File: src/rtl/uft_pkg.sv
package uft_pkg;

  typedef enum logic [2:0] {
    PH_IDLE,
    PH_START,
    PH_DATA,
    PH_PAR,
    PH_STOP
  } txPhase_e;

  typedef enum logic [1:0] {
    LV_MARK,
    LV_SPACE,
    LV_DATA,
    LV_PAR
  } lineSel_e;

  // strobes from control to datapath
  typedef struct packed {
    logic     load;
    logic     advance;
    logic     shift;
    lineSel_e lineSel;
  } txStrobe_s;

  // conditions from datapath to control
  typedef struct packed {
    logic bitEnd;
    logic stopEnd;
    logic lastData;
    logic parOn;
  } txStatus_s;

  localparam logic [1:0] PAR_EVEN   = 2'd0;
  localparam logic [1:0] PAR_ODD    = 2'd1;
  localparam logic [1:0] PAR_STICK0 = 2'd2;

  localparam logic [1:0] STOP_ONE     = 2'd0;
  localparam logic [1:0] STOP_ONEHALF = 2'd1;

endpackage

File: src/rtl/uft_datapath.sv
module uft_datapath
  import uft_pkg::*;
#(
  parameter int DATA_W = 8,
  parameter int OVS    = 16
) (
  input  logic              clk,
  input  logic              rstN,
  input  logic              tick,
  input  logic [DATA_W-1:0] fifoData,
  input  logic              fifoEmpty,
  input  logic [1:0]        cfgLen,
  input  logic [1:0]        cfgStop,
  input  logic              cfgParEn,
  input  logic [1:0]        cfgParType,
  input  txStrobe_s         strobe,
  output txStatus_s         status,
  output logic              txOut,
  output logic              txEmptyReq
);

  localparam int IDX_W   = $clog2(DATA_W);
  localparam int CNT_W   = $clog2(2 * OVS);
  localparam int MIN_LEN = DATA_W - 3;
  localparam logic [CNT_W-1:0] BIT_LAST     = CNT_W'(OVS - 1);
  localparam logic [CNT_W-1:0] ONEHALF_LAST = CNT_W'(OVS + OVS / 2 - 1);
  localparam logic [CNT_W-1:0] TWO_LAST     = CNT_W'(2 * OVS - 1);

  logic [IDX_W-1:0]  lenLastIn, lenLastQ, bitIdx;
  logic [DATA_W-1:0] maskedData, shiftReg;
  logic [CNT_W-1:0]  tickCnt, stopLastIn, stopLastQ;
  logic              parBitIn, parBitQ, parOnQ, emptyQ;

  assign lenLastIn = IDX_W'(MIN_LEN - 1) + IDX_W'(cfgLen);

  // only the bits that will be sent take part in parity
  for (genvar g = 0; g < DATA_W; g++) begin : g_mask
    assign maskedData[g] = fifoData[g] & (IDX_W'(g) <= lenLastIn);
  end

  always_comb begin
    case (cfgParType)
      PAR_EVEN:   parBitIn = ^maskedData;
      PAR_ODD:    parBitIn = ~^maskedData;
      PAR_STICK0: parBitIn = 1'b0;
      default:    parBitIn = 1'b1;
    endcase
  end

  always_comb begin
    case (cfgStop)
      STOP_ONE:     stopLastIn = BIT_LAST;
      STOP_ONEHALF: stopLastIn = ONEHALF_LAST;
      default:      stopLastIn = TWO_LAST;
    endcase
  end

  always_ff @(posedge clk) begin
    if (!rstN) begin
      shiftReg  <= '0;
      bitIdx    <= '0;
      tickCnt   <= '0;
      lenLastQ  <= '0;
      stopLastQ <= '0;
      parOnQ    <= 1'b0;
      parBitQ   <= 1'b0;
      emptyQ    <= 1'b1;
    end else begin
      emptyQ <= fifoEmpty;
      if (strobe.load) begin
        shiftReg  <= fifoData;
        bitIdx    <= '0;
        tickCnt   <= '0;
        lenLastQ  <= lenLastIn;
        stopLastQ <= stopLastIn;
        parOnQ    <= cfgParEn;
        parBitQ   <= parBitIn;
      end else if (strobe.advance) begin
        tickCnt <= '0;
        if (strobe.shift) begin
          shiftReg <= shiftReg >> 1;
          bitIdx   <= bitIdx + 1'b1;
        end
      end else if (tick) begin
        tickCnt <= tickCnt + 1'b1;
      end
    end
  end

  assign status.bitEnd   = tick & (tickCnt == BIT_LAST);
  assign status.stopEnd  = tick & (tickCnt == stopLastQ);
  assign status.lastData = (bitIdx == lenLastQ);
  assign status.parOn    = parOnQ;

  always_comb begin
    case (strobe.lineSel)
      LV_SPACE: txOut = 1'b0;
      LV_DATA:  txOut = shiftReg[0];
      LV_PAR:   txOut = parBitQ;
      default:  txOut = 1'b1;
    endcase
  end

  assign txEmptyReq = emptyQ;

endmodule

File: src/rtl/uft_ctrl.sv
module uft_ctrl
  import uft_pkg::*;
(
  input  logic      clk,
  input  logic      rstN,
  input  logic      fifoEmpty,
  input  txStatus_s status,
  output txStrobe_s strobe,
  output logic      fifoPop,
  output logic      busy
);

  txPhase_e phase, phaseNxt;

  always_ff @(posedge clk) begin
    if (!rstN) phase <= PH_IDLE;
    else       phase <= phaseNxt;
  end

  always_comb begin
    phaseNxt = phase;
    strobe   = '0;
    fifoPop  = 1'b0;
    case (phase)
      PH_IDLE: begin
        if (!fifoEmpty) begin
          fifoPop     = 1'b1;
          strobe.load = 1'b1;
          phaseNxt    = PH_START;
        end
      end
      PH_START: begin
        strobe.lineSel = LV_SPACE;
        if (status.bitEnd) begin
          strobe.advance = 1'b1;
          phaseNxt       = PH_DATA;
        end
      end
      PH_DATA: begin
        strobe.lineSel = LV_DATA;
        if (status.bitEnd) begin
          strobe.advance = 1'b1;
          strobe.shift   = 1'b1;
          if (status.lastData) phaseNxt = status.parOn ? PH_PAR : PH_STOP;
        end
      end
      PH_PAR: begin
        strobe.lineSel = LV_PAR;
        if (status.bitEnd) begin
          strobe.advance = 1'b1;
          phaseNxt       = PH_STOP;
        end
      end
      PH_STOP: begin
        strobe.lineSel = LV_MARK;
        if (status.stopEnd) begin
          strobe.advance = 1'b1;
          if (!fifoEmpty) begin
            fifoPop     = 1'b1;
            strobe.load = 1'b1;
            phaseNxt    = PH_START;
          end else begin
            phaseNxt = PH_IDLE;
          end
        end
      end
      default: phaseNxt = PH_IDLE;
    endcase
  end

  assign busy = (phase != PH_IDLE);

endmodule

File: src/rtl/serial_frame_tx.sv
module serial_frame_tx
  import uft_pkg::*;
#(
  parameter int DATA_W = 8,
  parameter int OVS    = 16
) (
  input  logic              clk,
  input  logic              rstN,
  input  logic              baudTick,
  input  logic              fifoEmpty,
  input  logic [DATA_W-1:0] fifoData,
  output logic              fifoPop,
  input  logic [1:0]        cfgLen,
  input  logic [1:0]        cfgStop,
  input  logic              cfgParEn,
  input  logic [1:0]        cfgParType,
  output logic              txOut,
  output logic              busy,
  output logic              txEmptyReq
);

  txStrobe_s strobe;
  txStatus_s status;

  uft_ctrl u_ctrl (
    .clk      (clk),
    .rstN     (rstN),
    .fifoEmpty(fifoEmpty),
    .status   (status),
    .strobe   (strobe),
    .fifoPop  (fifoPop),
    .busy     (busy)
  );

  uft_datapath #(
    .DATA_W(DATA_W),
    .OVS   (OVS)
  ) u_dp (
    .clk       (clk),
    .rstN      (rstN),
    .tick      (baudTick),
    .fifoData  (fifoData),
    .fifoEmpty (fifoEmpty),
    .cfgLen    (cfgLen),
    .cfgStop   (cfgStop),
    .cfgParEn  (cfgParEn),
    .cfgParType(cfgParType),
    .strobe    (strobe),
    .status    (status),
    .txOut     (txOut),
    .txEmptyReq(txEmptyReq)
  );

endmodule

File: config.mk
export PLATFORM = sky130hd
export DESIGN_NAME = serial_frame_tx
export DESIGN_NICKNAME = d
export VERILOG_FILES = /design/src/rtl/uft_pkg.sv /design/src/rtl/uft_datapath.sv /design/src/rtl/uft_ctrl.sv /design/src/rtl/serial_frame_tx.sv
export SDC_FILE = /design/constraint.sdc
export NUM_CORES = 1
export LEC_CHECK = 0
export ABC_AREA = 1
export BUFFER_PORTS_ARGS = -buffer_cell sky130_fd_sc_hd__buf_2
export CELL_PAD_IN_SITES_DETAIL_PLACEMENT = 1
export CELL_PAD_IN_SITES_GLOBAL_PLACEMENT = 1
export CORE_ASPECT_RATIO = 0.6
export CORE_UTILIZATION = 39
export CTS_CLUSTER_DIAMETER = 80
export DETAILED_ROUTE_END_ITERATION = 10
export PLACE_DENSITY_LB_ADDON = 0.08
export SLEW_MARGIN = 15
export SYNTH_ARGS = -nofsm -noshare
export SYNTH_HDL_FRONTEND = slang
export SYNTH_SLANG_ARGS = --single-unit
File: constraint.sdc
create_clock -name clk -period 2.4 [get_ports clk]
set_input_delay 0.36 -clock clk [delete_from_list [all_inputs] [get_ports clk]]
set_output_delay 0.36 -clock clk [all_outputs]
set_load 0.01 [all_outputs]
==> impl_metrics.env <==
export IMPL_coreArea_um2=3722
export IMPL_cts_setup_buffers=0
export IMPL_maxCapViolations=0
export IMPL_drc_errors=0
export IMPL_synth_fa_ha_area_frac=0.02439
export IMPL_synth_nets=251
export IMPL_yosys_warnings=0
export IMPL_critPathSlowestCell="dfxtp_1"
export IMPL_antenna_left=0
export IMPL_p_leak_nw=0.7810
export IMPL_synth_area_leader_cell="dfxtp_1"
export IMPL_cts_buffers=3
export IMPL_synth_compound_area_frac=0.1024
export IMPL_holdBufCountCts=0
export IMPL_finalSetupViolCount=0
export IMPL_totalWireLength_mm=4.004
export IMPL_hp_class="in2reg"
export IMPL_wl_per_cell_um=13.48
export IMPL_fin_nets=273
export IMPL_clkTransAtPathRegs_ns=0.09
export IMPL_dieHeight_um=50.66
export IMPL_top_layer="met4"
export IMPL_p_per_area_nw_per_um2=982.7
export IMPL_dr_pass1_iters=4
export IMPL_area_growth_pct=11.87
export IMPL_syn_inst=229
export IMPL_synth_top_cell_area_share=0.3512
export IMPL_fp_row_count=17
export IMPL_synthMuxAreaShare=0.006504
export IMPL_start_kind="register"
export IMPL_skew_ns=0.004529
export IMPL_grt_start_max_net_pins=19
export IMPL_worst_ir_drop_vdd_mv=0.4619
export IMPL_clockBufferDepth=2
export IMPL_vias=1487
export IMPL_synthSimpleGateAreaFrac=0.3789
export IMPL_critPathRequiredTime_ns=2.04
export IMPL_final_min_period_over_clock_period=0.8984
export IMPL_status="completed"
export IMPL_worst_pin_slew_ns=0.4139
export IMPL_synth_seq_cells=27
export IMPL_fmax_mhz=463.8
export IMPL_wl_met3_um=192
export IMPL_grt_overflow=0
export IMPL_cts_resized=0
export IMPL_crit_path_max_incr_delay_ns=0.44
export IMPL_synth_area_leaders="dfxtp_1 (35%), nand2_1 (14%), nand3_1 (8.1%), nor2_1 (8.0%), inv_1 (5.9%)"
export IMPL_grt_usage=0.2034
export IMPL_dieArea_um2=4210
export IMPL_setup_tns_ns=0
export IMPL_ioPinCount=23
export IMPL_dieWidth_um=83.10
export IMPL_drv_slew=0
export IMPL_rsz0062_at_grt="no"
export IMPL_antenna_found_initial=0
export IMPL_worstSkewPairLatency_ns=0.28
export IMPL_synth_cell_types=30
export IMPL_syn_area_um2=1539
export IMPL_path_buf_inv=2
export IMPL_diodes=0
export IMPL_htreeDepth=1
export IMPL_final_common_cell="nand2_1"
export IMPL_drive_above_1_share=0.1600
export IMPL_drtIter0Drc=82
export IMPL_grt_pass1_wl_mm=6.741
export IMPL_timing_slew_headroom=0.7232
export IMPL_final_cell_mix="nand2_1 (57), nor2_1 (33), dfxtp_1 (27)"
export IMPL_worstPathCellList="nand2_1, o21ai_0, nand2_1, nor2_2, nand3_2, nand2_4, nand2_4, inv_2, buf_2"
export IMPL_start_util=0.4134
export IMPL_critPathKind="reg2out"
export IMPL_io_buffers=22
export IMPL_ys_seq_area_frac=0.3512
export IMPL_critPathTopFamily="simple AND/OR/NAND/NOR gates"
export IMPL_viasPerCell=5.007
export IMPL_cts_tree="built"
export IMPL_synth_top_family_by_area="simple AND/OR/NAND/NOR gates"
export IMPL_dp_hpwl_mm=3.271
export IMPL_finalCriticalPeriod_ns=2.156
export IMPL_met2_length_mm=1.472
export IMPL_drt_met1_wl_mm=2.314
export IMPL_cts_sinks=27
export IMPL_cts_root_buf="clkbuf_8"
export IMPL_end_kind="output port"
export IMPL_worstPathMaxFanout=17
export IMPL_grt_pass1_vias=1406
export IMPL_synth_xor_area_share=0.04553
export IMPL_hold_viol=0
export IMPL_hold_worst_slack_ns=0.3259
export IMPL_syn_avg_cell_area_um2=6.720
export IMPL_gp_congestion=0.8296
export IMPL_arrival_ns=1.80
[report_power, final]
group / leakage [nW] / total (mW) / internal, mW / switching (mW)
clock: 0.0217 / 0.264 / 0.118 / 0.146
combinational: 0.537 / 0.743 / 0.258 / 0.485
sequential: 0.222 / 0.685 / 0.569 / 0.116
total: 0.781 / 1.69 / 0.944 / 0.748
[final cells by class]
class / count / area [um^2]
Sequential cell: 27 / 540.5
Inverter: 28 / 105.1
Clock inverter: 1 / 7.507
Multi-Input combinational cell: 169 / 858.3
Fill cell: 527 / 2001
Tap cell: 47 / 58.81
Timing Repair Buffer: 22 / 110.1
Clock buffer: 3 / 41.29
[per-stage QoR]
stage | instance area [um^2] | util | power (mW) | instances | setup WS (ns)
6_report | 1722 | 0.4625 | 1.692 | 297 | 0.2439
5_1_grt | 1722 | 0.4625 | 1.843 | 297 | 0.05409
4_1_cts | 1722 | 0.4625 | 1.706 | 297 | 0.2330
3_5_place_dp | 1673 | 0.4494 | 1.438 | 293 | 0.3531
3_3_place_gp | 1673 | 0.4494 | 1.415 | 293 | 0.4670
2_1_floorplan | 1539 | - | 1.234 | 229 | 0.7095
[state kept, by name, indices dropped and copies added, names as in the netlist]
name / count
u_dp.bitIdx: 3
u_dp.parOnQ: 1
u_ctrl.phase: 3
u_dp.parBitQ: 1
u_dp.txEmptyReq: 1
u_dp.stopLastQ: 3
u_dp.lenLastQ: 2
u_dp.tickCnt: 5
u_dp.shiftReg: 8
[per-layer routing]
layer,vias to the layer above,global-route usage
met5,-,0
met4,0,0.02586
met3,4,0.03454
met2,33,0.2855
met1,676,0.3230
li1,774,-
[worst paths after layout]
kind	start	to	slack, ns	cells past startpoint
hold reg to reg	u_dp.shiftReg[7]$_SDFFE_PN0P_	u_dp.shiftReg[7]$_SDFFE_PN0P_	0.49	2
hold / removal	cfgStop[1]	u_dp.stopLastQ[3]$_SDFFE_PN0P_	0.33	3
setup reg to reg	u_dp.tickCnt[1]$_SDFFE_PP0P_	u_ctrl.phase[0]$_SDFFE_PN0P_	0.32	11
setup / recovery	u_dp.stopLastQ[2]$_SDFFE_PN0P_	fifoPop	0.24	9
[worst register-to-register path, stage by stage (launching register included)]
cell     delay (ns)
dfxtp_1        0.43
ha_1           0.20
nand2_1        0.06
nor2_1         0.10
ha_1           0.15
nand2_1        0.09
o21ai_0        0.21
nor2_1         0.06
a21oi_1        0.19
o21ai_1        0.19
o21ai_0        0.22
a21oi_1        0.06
[kinds of logic after synthesis]
| family | count (synthesis) |
|---|---|
| xor+xnor | 8 |
| flops | 27 |
| compound gates | 28 |
| simple gates | 129 |
| fa+ha+maj | 3 |
| mux | 1 |
| buf+inv | 33 |
[synthesized netlist by cell type]
| cell type | number |
|---|---|
| nor3b_2 | 1 |
| a21oi_1 | 10 |
| inv_1 | 24 |
| o21ai_2 | 1 |
| nand2_4 | 3 |
| clkbuf_1 | 1 |
| buf_2 | 1 |
| buf_1 | 1 |
| nor3b_1 | 1 |
| nand3_2 | 1 |
| or2_0 | 1 |
| nor3_4 | 1 |
| nor2_2 | 1 |
| ha_1 | 3 |
| nor2_1 | 33 |
| nor3_1 | 3 |
| xor2_1 | 3 |
| dfxtp_1 | 27 |
| mux2i_1 | 1 |
| buf_6 | 2 |
| nand2_1 | 57 |
| o21ai_0 | 12 |
| xnor2_1 | 5 |
| or2_2 | 1 |
| inv_2 | 4 |
| nand3_1 | 25 |
| o2111ai_2 | 1 |
| o221ai_1 | 1 |
| nand4_1 | 1 |
| o21ai_1 | 3 |
Note: power is estimated with default switching activity, not from simulation.
